File: config.mk
export PLATFORM = sky130hd
export DESIGN_NAME = pdp_port
export DESIGN_NICKNAME = d
export VERILOG_FILES = /design/src/rtl/pdp_pkg.sv /design/src/rtl/pdp_fifo.sv /design/src/rtl/pdp_seq.sv /design/src/rtl/pdp_fmt.sv /design/src/rtl/pdp_port.sv
export SDC_FILE = /design/constraint.sdc
export NUM_CORES = 1
export LEC_CHECK = 0
export ABC_CLOCK_PERIOD_IN_PS = 6400
export BUFFER_PORTS_ARGS = -buffer_cell sky130_fd_sc_hd__buf_2
export CORE_ASPECT_RATIO = 1.75
export CORE_MARGIN = 2
export CORE_UTILIZATION = 60
export CTS_CLUSTER_DIAMETER = 30
export DETAILED_ROUTE_END_ITERATION = 16
export PLACE_DENSITY = 0.84
export SKIP_CTS_REPAIR_TIMING = 1
export SYNTH_ARGS = -nofsm -noshare
export SYNTH_HDL_FRONTEND = slang
export SYNTH_HIERARCHICAL = 1
export SYNTH_SLANG_ARGS = --single-unit
File: constraint.sdc
create_clock -name clk -period 6.4 [get_ports clk]
set_input_delay 0.32 -clock clk [delete_from_list [all_inputs] [get_ports clk]]
set_output_delay 0.32 -clock clk [all_outputs]
set_load 0.05 [all_outputs]
File: src/rtl/pdp_pkg.sv
package pdp_pkg;
   localparam int DimW = 12;

   typedef struct packed {
      logic            en;
      logic            srst;
      logic            once;
      logic            pack;
      logic [DimW-1:0] width;
      logic [DimW-1:0] height;
   } ctl_t;

   // control word layout: 31 enable, 30 soft reset, 29 one-shot, 28 packed,
   // [23:12] width, [11:0] height
   function automatic ctl_t ctl_decode(input logic [31:0] w);
      ctl_t c;
      c.en     = w[31];
      c.srst   = w[30];
      c.once   = w[29];
      c.pack   = w[28];
      c.width  = w[23:12];
      c.height = w[11:0];
      return c;
   endfunction

   function automatic logic [15:0] rgb_to_565(input logic [23:0] p);
      return {p[23:19], p[15:10], p[7:3]};
   endfunction
endpackage

File: src/rtl/pdp_fifo.sv
module pdp_fifo #(
   parameter int DEPTH = 4,
   parameter int W     = 24
) (
   input  logic                     clk,
   input  logic                     rst_n,
   input  logic                     flush,
   input  logic                     push,
   input  logic [W-1:0]             din,
   input  logic                     pop,
   input  logic                     pop_two,
   output logic [W-1:0]             head0,
   output logic [W-1:0]             head1,
   output logic [$clog2(DEPTH):0]   count
);
   localparam int AW = $clog2(DEPTH);
   localparam logic [AW:0] FULL = (AW+1)'(DEPTH);

   initial begin
      assert (DEPTH >= 2 && (1 << AW) == DEPTH)
         else $error("pdp_fifo: DEPTH must be a power of two of at least 2");
   end

   logic [W-1:0]  mem [DEPTH];
   logic [AW-1:0] rp, wp;
   logic [AW:0]   pop_n;

   assign pop_n = pop ? (pop_two ? (AW+1)'(2) : (AW+1)'(1)) : '0;
   assign head0 = mem[rp];
   assign head1 = mem[rp + AW'(1)];

   always_ff @(posedge clk) begin
      if (push && !flush) mem[wp] <= din;
   end

   always_ff @(posedge clk or negedge rst_n) begin
      if (!rst_n) begin
         rp    <= '0;
         wp    <= '0;
         count <= '0;
      end else if (flush) begin
         rp    <= '0;
         wp    <= '0;
         count <= '0;
      end else begin
         if (push) wp <= wp + AW'(1);
         rp    <= rp + pop_n[AW-1:0];
         count <= count + {{AW{1'b0}}, push} - pop_n;
      end
   end


   fifo_no_ovf_chk: assert property (@(posedge clk) disable iff (!rst_n)
      (push && !flush) |-> (count < FULL || pop));

   fifo_no_unf_chk: assert property (@(posedge clk) disable iff (!rst_n)
      (pop && !flush) |-> (count >= pop_n));
endmodule

File: src/rtl/pdp_seq.sv
module pdp_seq #(
   parameter int DEPTH = 4
) (
   input  logic                   clk,
   input  logic                   rst_n,
   input  pdp_pkg::ctl_t          ctl,
   input  logic                   cmd_wr,
   input  logic                   cmd_vs,
   input  logic                   cmd_hs,
   input  logic                   rd_port,
   input  logic                   src_valid,
   input  logic [$clog2(DEPTH):0] fifo_cnt,
   output logic                   src_ready,
   output logic                   push,
   output logic                   pop,
   output logic                   pop_two,
   output logic                   flush,
   output logic                   valid,
   output logic                   eol
);
   import pdp_pkg::*;
   localparam int CW = $clog2(DEPTH);
   localparam logic [CW:0] FULL = (CW+1)'(DEPTH);

   logic            active_q, open_q, eol_q;
   logic [DimW-1:0] pcnt_q, fcnt_q, lcnt_q;
   logic            run, vs_go, hs_go, last_pix, last_line;
   logic [DimW-1:0] remain, step;
   logic [CW:0]     need;

   assign run       = ctl.en && !ctl.srst;
   assign vs_go     = run && cmd_wr && cmd_vs;
   assign hs_go     = run && cmd_wr && cmd_hs && !cmd_vs && eol_q && active_q;
   assign remain    = ctl.width - pcnt_q;
   assign pop_two   = ctl.pack && (remain >= DimW'(2));
   assign step      = pop_two ? DimW'(2) : DimW'(1);
   assign need      = pop_two ? (CW+1)'(2) : (CW+1)'(1);
   assign valid     = run && open_q && (fifo_cnt >= need);
   assign pop       = valid && rd_port && !vs_go;
   assign src_ready = run && open_q && (fcnt_q < ctl.width) && (fifo_cnt < FULL);
   assign push      = src_ready && src_valid && !vs_go;
   assign flush     = vs_go || ctl.srst;
   assign last_pix  = remain <= step;
   assign last_line = lcnt_q == (ctl.height - DimW'(1));
   assign eol       = eol_q;

   always_ff @(posedge clk or negedge rst_n) begin
      if (!rst_n) begin
         active_q <= 1'b0;
         open_q   <= 1'b0;
         eol_q    <= 1'b0;
         pcnt_q   <= '0;
         fcnt_q   <= '0;
         lcnt_q   <= '0;
      end else if (ctl.srst) begin
         active_q <= 1'b0;
         open_q   <= 1'b0;
         eol_q    <= 1'b0;
         pcnt_q   <= '0;
         fcnt_q   <= '0;
         lcnt_q   <= '0;
      end else if (vs_go) begin
         active_q <= 1'b1;
         open_q   <= 1'b1;
         eol_q    <= 1'b0;
         pcnt_q   <= '0;
         fcnt_q   <= '0;
         lcnt_q   <= '0;
      end else if (hs_go) begin
         open_q   <= 1'b1;
         eol_q    <= 1'b0;
         pcnt_q   <= '0;
         fcnt_q   <= '0;
      end else begin
         if (push) fcnt_q <= fcnt_q + DimW'(1);
         if (pop) begin
            if (last_pix) begin
               open_q <= 1'b0;
               eol_q  <= 1'b1;
               pcnt_q <= '0;
               if (last_line) begin
                  lcnt_q <= '0;
                  if (ctl.once) active_q <= 1'b0;
               end else begin
                  lcnt_q <= lcnt_q + DimW'(1);
               end
            end else begin
               pcnt_q <= pcnt_q + step;
            end
         end
      end
   end


   eol_closes_line_chk: assert property (@(posedge clk) disable iff (!rst_n)
      !(eol_q && open_q));

   last_pop_sets_eol_chk: assert property (@(posedge clk) disable iff (!rst_n)
      (pop && last_pix && !vs_go) |=> (eol_q && !open_q));

   early_hs_ignored_chk: assert property (@(posedge clk) disable iff (!rst_n)
      (run && cmd_wr && cmd_hs && !cmd_vs && !eol_q && !pop) |=> ($stable(pcnt_q) && $stable(lcnt_q)));

   vs_restart_chk: assert property (@(posedge clk) disable iff (!rst_n)
      vs_go |=> (open_q && pcnt_q == '0 && lcnt_q == '0 && fcnt_q == '0));

   oneshot_idle_chk: assert property (@(posedge clk) disable iff (!rst_n)
      (pop && last_pix && last_line && ctl.once && !vs_go) |=> !active_q);
endmodule

File: src/rtl/pdp_fmt.sv
module pdp_fmt #(
   parameter int PIX_W = 24
) (
   input  logic             pack,
   input  logic             valid,
   input  logic             two,
   input  logic             eol,
   input  logic             empty,
   input  logic [PIX_W-1:0] head0,
   input  logic [PIX_W-1:0] head1,
   output logic [31:0]      word
);
   initial begin
      assert (PIX_W == 24) else $error("pdp_fmt: PIX_W must be 24");
   end

   logic [15:0] lane [2];

   for (genvar i = 0; i < 2; i++) begin : g_lane
      if (i == 0) begin : g_first
         assign lane[i] = pdp_pkg::rgb_to_565(head0);
      end else begin : g_second
         assign lane[i] = two ? pdp_pkg::rgb_to_565(head1) : 16'h0000;
      end
   end

   always_comb begin
      if (pack) word = valid ? {lane[1], lane[0]} : 32'h0;
      else      word = {5'b0, eol, empty, valid, valid ? head0 : 24'h0};
   end
endmodule

File: src/rtl/pdp_port.sv
module pdp_port #(
   parameter int FIFO_DEPTH = 4,
   parameter int PIX_W      = 24
) (
   input  logic             clk,
   input  logic             rst_n,
   input  logic             bus_rd,
   input  logic             bus_wr,
   input  logic             bus_addr,
   input  logic [31:0]      bus_wdata,
   output logic [31:0]      bus_rdata,
   input  logic             src_valid,
   output logic             src_ready,
   input  logic [PIX_W-1:0] src_rgb
);
   localparam int CW = $clog2(FIFO_DEPTH);

   logic [31:0]      ctl_q, port_word;
   pdp_pkg::ctl_t    ctl;
   logic             push, pop, pop_two, flush, valid, eol;
   logic [PIX_W-1:0] head0, head1;
   logic [CW:0]      fifo_cnt;

   assign ctl = pdp_pkg::ctl_decode(ctl_q);

   always_ff @(posedge clk or negedge rst_n) begin
      if (!rst_n)                  ctl_q <= '0;
      else if (bus_wr && !bus_addr) ctl_q <= bus_wdata;
   end

   always_ff @(posedge clk or negedge rst_n) begin
      if (!rst_n)      bus_rdata <= '0;
      else if (bus_rd) bus_rdata <= bus_addr ? port_word : ctl_q;
   end

   pdp_seq #(.DEPTH(FIFO_DEPTH)) seq_i (
      .clk(clk), .rst_n(rst_n), .ctl(ctl),
      .cmd_wr(bus_wr && bus_addr), .cmd_vs(bus_wdata[31]), .cmd_hs(bus_wdata[30]),
      .rd_port(bus_rd && bus_addr), .src_valid(src_valid), .fifo_cnt(fifo_cnt),
      .src_ready(src_ready), .push(push), .pop(pop), .pop_two(pop_two),
      .flush(flush), .valid(valid), .eol(eol)
   );

   pdp_fifo #(.DEPTH(FIFO_DEPTH), .W(PIX_W)) fifo_i (
      .clk(clk), .rst_n(rst_n), .flush(flush), .push(push), .din(src_rgb),
      .pop(pop), .pop_two(pop_two), .head0(head0), .head1(head1), .count(fifo_cnt)
   );

   pdp_fmt #(.PIX_W(PIX_W)) fmt_i (
      .pack(ctl.pack), .valid(valid), .two(pop_two), .eol(eol),
      .empty(fifo_cnt == '0), .head0(head0), .head1(head1), .word(port_word)
   );
endmodule

; Word level (Yosys, flattened, before mapping)
; Memories as Yosys holds them, arrays and structs flattened.
; Cells that the tools add are included.
[classes]
eq_ne = 2
add_sub_neg = 10
mux = 46
reduce_logical = 38
magnitude_cmp = 5
[op_table]
columns = op, n
row1 = $mux W12, 15
row2 = $mux W32, 3
row3 = $add A12 B1 Y12 const B, 2
row4 = $mux W24, 1
row5 = $logic_and A1 B1 Y1, 20
row6 = $mux W1, 19
row7 = $mux W16, 1
row8 = $add A12 B12 Y12, 1
row9 = $eq A12 B12 Y1, 1
row10 = $ge A12 B2 Y1 const B, 1
row11 = $le A12 B12 Y1, 1
row12 = $lt A12 B12 Y1, 1
row13 = $mux W2, 6
row14 = $reduce_bool A3 Y1, 4
row15 = $reduce_bool A4 Y1, 3
row16 = $sub A12 B1 Y12 const B, 1
row17 = $sub A12 B12 Y12, 1
row18 = $logic_not A1 Y1, 5
row19 = $reduce_and A5 Y1, 1
row20 = $add A2 B1 Y2 const B, 2
row21 = $add A3 B1 Y3, 1
row22 = $ge A3 B3 Y1, 1
row23 = $logic_not A3 Y1, 1
row24 = $lt A3 B3 Y1 const B, 1
row25 = other kinds (8), 8
[totals]
register_bits = 110
input_bits = 62
wordCells = 113
ram_bits = 96
memories = 1
output_inout_bits = 33
[mem_list]
columns = memory, depth, word_bits, rd, rd_clocked_by_memory_dff, write_ports, line_no
row1 = fifo_i.mem, 4, 24, 2, 0, 1, pdp_fifo.sv:24  ; logic [W-1:0] mem [DEPTH];

; Longest topological paths before layout
[depth]
ltp_word = 12
ltp_mapped = 25
depth_no_buf = 25

; Cells and area by module
; Netlist, hierarchy kept.
[modules_own_cells]
columns = module, seq_area_each_um2, cells_per_inst, instances, area_each_um2
row1 = pdp_fifo, 3057.9, 197, 1, 4510.6
row2 = pdp_seq, 975.9, 440, 1, 3587.2
row3 = pdp_port, 1601.5, 211, 1, 2812.7
row4 = pdp_fmt, 0.0, 63, 1, 490.5

; Worst setup path before layout
; Ideal clock, no wire load.
[synth_timing]
path_kind = register to register
from = register seq_i.pcnt_q[3]
to = register fifo_i.count[2]
setup_ns = 0.130
n_path_buf = 0
arrival_time_ns = 5.066
path_stages_with_launch = 24
t_required_ns = 6.270
period_less_slack_ns = 5.196
path_slack_ns = 1.204
cell_sequence = dfrtp_1 > inv_1 > ha_1 > a21o_1 > a21o_1 > or3_1 > a2111oi_0 > o211ai_1 > or2_0 > o31ai_1 > ha_1 > nand2b_1 > a211o_1 > and2_1 > nand2_1 > nor2_1 > nor2b_1 > ha_1 > inv_1 > ha_1 > inv_1 > fa_1 > xnor3_1 > nor2_1
[synth_via]
elab_chain_cells = 11
[synth_rtl]
columns = item, line_no
row1 = from (decl), pdp_seq.sv:26  ; logic [DimW-1:0] pcnt_q, fcnt_q, lcnt_q;
row2 = from (signal assigned), pdp_seq.sv:88  ; pcnt_q <= pcnt_q + step;
row3 = $sub A12 B12 Y12, pdp_seq.sv:34  ; assign remain = ctl.width - pcnt_q;
row4 = $ge A12 B2 Y1, pdp_seq.sv:35  ; assign pop_two = ctl.pack && (remain >= DimW'(2));
row5 = $logic_and A1 B1 Y1, pdp_seq.sv:35
row6 = $mux W2, pdp_seq.sv:37  ; assign need = pop_two ? (CW+1)'(2) : (CW+1)'(1);
row7 = $ge A3 B3 Y1, pdp_seq.sv:38  ; assign valid = run && open_q && (fifo_cnt >= need);
row8 = $logic_and A1 B1 Y1, pdp_seq.sv:38
row9 = net valid, pdp_port.sv:20  ; logic push, pop, pop_two, flush, valid, eol;
row10 = $logic_and A1 B1 Y1 (2 in a row), pdp_seq.sv:39  ; assign pop = valid && rd_port && !vs_go;
row11 = net pop, pdp_port.sv:20
row12 = $mux W2, pdp_fifo.sv:28  ; assign pop_n = pop ? (pop_two ? (AW+1)'(2) : (AW+1)'(1)) : '0;
row13 = $sub A3 B3 Y3, pdp_fifo.sv:48  ; count <= count + {{AW{1'b0}}, push} - pop_n;
row14 = $mux W3, pdp_fifo.sv:41  ; end else if (flush) begin
row15 = to (signal assigned), pdp_fifo.sv:48
row16 = to (decl), pdp_fifo.sv:14  ; output logic [$clog2(DEPTH):0] count
; The timed path passes the listed nets, and every way through them passes these cells.
; A chain may end at the register's enable or synchronous reset.

; Worst setup path in the final report
[layout_timing]
from = register ctl_q[15]
to = register fifo_i.count[2]
[layout_via]
elab_chain_cells = 11
word_cells_on_any_way = 17
cone_classes = add/sub: 3 / order compare: 3 / mux: 3 / reduce/logical: 8
[layout_rtl]
columns = item, line_no
row1 = from (decl), pdp_port.sv:18  ; logic [31:0] ctl_q, port_word;
row2 = from (signal assigned), pdp_port.sv:28  ; else if (bus_wr && !bus_addr) ctl_q <= bus_wdata;
row3 = $sub A12 B12 Y12, pdp_seq.sv:34
row4 = $ge A12 B2 Y1, pdp_seq.sv:35
row5 = $logic_and A1 B1 Y1, pdp_seq.sv:35
row6 = $mux W2, pdp_seq.sv:37
row7 = $ge A3 B3 Y1, pdp_seq.sv:38
row8 = $logic_and A1 B1 Y1, pdp_seq.sv:38
row9 = net valid, pdp_port.sv:20
row10 = $logic_and A1 B1 Y1 (2 in a row), pdp_seq.sv:39
row11 = net pop, pdp_port.sv:20
row12 = $mux W2, pdp_fifo.sv:28
row13 = $sub A3 B3 Y3, pdp_fifo.sv:48
row14 = $mux W3, pdp_fifo.sv:41
; The timed path passes the listed nets, and every way through them passes these cells.

==> PnR_summary.wiki <==
{| class="wikitable"
! Metric !! Value
|-
| Worst path bufs/invs || 3
|-
| Crit path from || ctl_q[15]$_DFFE_PN0P_
|-
| Layout cells sized above 1 || 0.233
|-
| Destination of the critical timing path || fifo_i/count[2]$_DFF_PN0_
|-
| Most used cell along the critical path || sky130_fd_sc_hd__ha_1
|-
| Max Cap Violations || 0
|-
| Clock period minus final worst setup slack || 5.72 ns
|-
| Total Die Area || 19900 um2
|-
| Mean cell area of the mapped netlist || 12.4 um2
|-
| Detailed Route Iter0 Violations || 438
|-
| Starting utilization of the core area || 0.607
|-
| Via Count || 8025
|-
| Horiz. Die Dim || 107 um
|-
| Count of pins on the block boundary || 95
|-
| Minimum setup slack after placement || 0.827 ns
|-
| Worst Reg-to-Reg Cells || 23
|-
| Upper clock frequency limit || 175 MHz
|-
| Net count reported at finish || 1115
|-
| Ant diodes || 0
|-
| Cell area after technology mapping || 11200 um2
|-
| Setup TNS Final || 0 ns
|-
| Data arrival at the endpoint of the critical path || 6.13 ns
|-
| Reg-to-reg setup timing slack || 0.68 ns
|-
| Gate count after technology mapping || 903
|-
| Period utilization || 0.894
|-
| # placed instances || 1207
|-
| WHS || -0.00221 ns
|-
| Worst clock skew on the final layout || 0.0203 ns
|-
| VDD IR max || 290 uV
|-
| Count of input and output buffers || 94
|-
| Synth warn || 6
|-
| Final Routed Wirelength || 27.2 mm
|-
| H-tree Lvls || 1
|-
| Setup repair after global routing missed its margin || no
|-
| Number of placement rows || 66
|-
| Core region area || 18500 um2
|-
| Post-Place Cell Area || 11800 um2
|-
| Power density cells || 297 nW/um2
|-
| Hold/Removal Path Class || in2reg
|-
| Standby leakage power || 0.00530 uW
|-
| Critical setup path kind || reg2reg
|-
| Net count of the mapped netlist || 1007
|-
| Worst R2R Start || ctl_q[15]$_DFFE_PN0P_
|-
| Outcome || complete, but fails checks
|-
| Number of antenna violations at the first check in global routing || 0
|-
| Reg-to-reg endpoint || fifo_i/count[2]$_DFF_PN0_
|-
| Final Instance Area || 12900 um2
|-
| Source-to-sink clock delay at the later pin of the worst-skew pair || 0.54 ns
|-
| Violations in the final reports || negative hold slack
|-
| WP depth || 23
|-
| Final worst slack || 0.681 ns
|-
| Largest fanout of any net on the critical path || 23
|-
| Cell type group with the largest total delay on the critical path || compound AO/OA/AOI/OAI gates
|-
| Total track usage || 0.278
|-
| Count of endpoints failing setup in the final report || 0
|-
| Clock transition at path regs || 0.07 ns
|-
| Cells along the critical path || ha_1 > a21o_1 > a21o_1 > or3_1 > a2111oi_0 > o211ai_1 > or2_0 > o31ai_1 > buf_4 > ha_1 > nand2b_1 > a211o_1 > and2_1 > nand2_1 > nor2_1 > nor2b_1 > ha_1 > inv_1 > ha_1 > inv_1 > fa_1 > xnor3_1 > nor2_1
|-
| Remaining antenna violation count || 0
|-
| Total DRC errors in the routed layout || 0
|-
| Slowest Stage Delay on Critical Path || 0.46 ns
|-
| Clock buffer depth || 3
|-
| Cell chosen for the clock root || sky130_fd_sc_hd__clkbuf_16
|-
| Final hold violation count || 4
|-
| Die Span Y || 185 um
|-
| Final global-route overflow total || 0
|-
| Per-cell via count in the routed design || 6.32
|-
| Fill count || 1297
|-
| Avg WL per Cell || 21.4 um
|-
| Slew Limit Fails || 0
|-
| Num Clock Sinks || 206
|-
| Via count of the first global-routing pass || 8284
|-
| Slew headroom || 0.233
|-
| CTS tree || done
|-
| Wire length of the first global-routing pass || 42.8 mm
|-
| Total clock buffers created by CTS || 27
|-
| Data required time at the worst endpoint || 6.81 ns
|-
| Length of the first detailed-routing pass in iterations || 5
|-
| Estimated wirelength of the detail-placed design || 19.1 mm
|-
| Area Growth Syn to Fin || 14.9%
|-
| Layout Cells excl Fill || 1270
|-
| Last weighted congestion value of the routability-driven placer || 0.929
|-
| Element type at the critical path end || flop
|-
| Highest-delay cell along the critical path || sky130_fd_sc_hd__a2111oi_0
|-
| Setup crit start kind || flop
|-
| Slew at the pin with the worst max-slew slack || 1.15 ns
|-
| Maximum number of pins on one net before global-route repair || 79
|}
flip-flops by register name, indices dropped and copies added (netlist names):
register and flops:
fifo_i/rp 2, seq_i/open_q 1, seq_i/pcnt_q 12, fifo_i/wp 2
seq_i/active_q 1, bus_rdata 32, seq_i/eol 1, seq_i/fcnt_q 12
seq_i/lcnt_q 12, ctl_q 32, fifo_i/count 3, fifo_i/mem 96
through the flow:
step           power, uW  hold WS (ns)  utilization
6_report            3830      -0.00221        0.697
3_3_place_gp        2250         0.287        0.638
3_5_place_dp        2270         0.289        0.638
2_1_floorplan       2070        0.0244            -
5_1_grt             3980       0.00169        0.697
4_1_cts             3830        -0.281        0.690
area by class of cell:
type	instances	area (um2)	share of cell area
clock buffer	27	676	0.0524
clock inverter	23	278	0.0216
inverter	50	188	0.0146
multi-input combinational	605	5100	0.396
sequential	206	5640	0.437
tap	238	298	0.0231
timing repair buffer	121	708	0.0549
layer usage:
metal	track usage	up-vias	wire, um
met5	0	-	0
met3	0.0320	106	1410
li1	-	3624	-
met2	0.491	308	14400
met4	0.165	0	1750
met1	0.323	3987	9640
cell usage in the layout (no fill, tap or decap), types with 5 or more instances in the layout:
cell type,count
sky130_fd_sc_hd__nand3_1,19
sky130_fd_sc_hd__nand4b_1,9
sky130_fd_sc_hd__nand4_1,12
sky130_fd_sc_hd__nor3_1,11
sky130_fd_sc_hd__o31ai_1,8
sky130_fd_sc_hd__buf_4,15
sky130_fd_sc_hd__a21o_1,15
sky130_fd_sc_hd__mux2i_1,51
sky130_fd_sc_hd__a21boi_0,6
sky130_fd_sc_hd__a21oi_1,69
sky130_fd_sc_hd__inv_8,5
sky130_fd_sc_hd__ha_1,39
sky130_fd_sc_hd__inv_1,49
sky130_fd_sc_hd__mux4_2,40
sky130_fd_sc_hd__o21ai_0,20
sky130_fd_sc_hd__o21ai_1,5
sky130_fd_sc_hd__xnor2_1,19
sky130_fd_sc_hd__edfxtp_1,96
sky130_fd_sc_hd__buf_2,93
sky130_fd_sc_hd__and3_1,13
sky130_fd_sc_hd__nand2_1,28
sky130_fd_sc_hd__or4_1,8
sky130_fd_sc_hd__dfrtp_1,109
sky130_fd_sc_hd__a31oi_1,6
sky130_fd_sc_hd__clkbuf_16,27
sky130_fd_sc_hd__and2_1,9
sky130_fd_sc_hd__a32o_1,9
sky130_fd_sc_hd__nor2b_1,27
sky130_fd_sc_hd__dlygate4sd3_1,13
sky130_fd_sc_hd__nor2_1,75
sky130_fd_sc_hd__mux2_4,30
sky130_fd_sc_hd__xor2_1,5
sky130_fd_sc_hd__inv_6,7
sky130_fd_sc_hd__or3_1,9
power breakdown:
| part | internal, uW | leakage (uW) | switching [uW] |
|---|---|---|---|
| sequential | 1460 | 0.00226 | 83.4 |
| combinational | 273 | 0.00258 | 451 |
| clock | 901 | 0.000467 | 664 |
| total | 2630 | 0.00530 | 1200 |
worst min path at each step:
stage | startpoint | to | slack, ns | depth (start not counted)
global route | src_rgb[15] | fifo_i/mem[3][15]$_DFFE_PP_ | 0.002 | 1
floorplan | rst_n | bus_rdata[0]$_DFFE_PN0P_ | 0.02 | 0
finish | src_rgb[2] | fifo_i/mem[2][2]$_DFFE_PP_ | -0.002 | 1
CTS | rst_n | ctl_q[8]$_DFFE_PN0P_ | -0.28 | 1
detailed placement | rst_n | bus_rdata[3]$_DFFE_PN0P_ | 0.29 | 1
global placement | rst_n | bus_rdata[3]$_DFFE_PN0P_ | 0.29 | 1
Note: power is estimated with default switching activity, not from simulation.
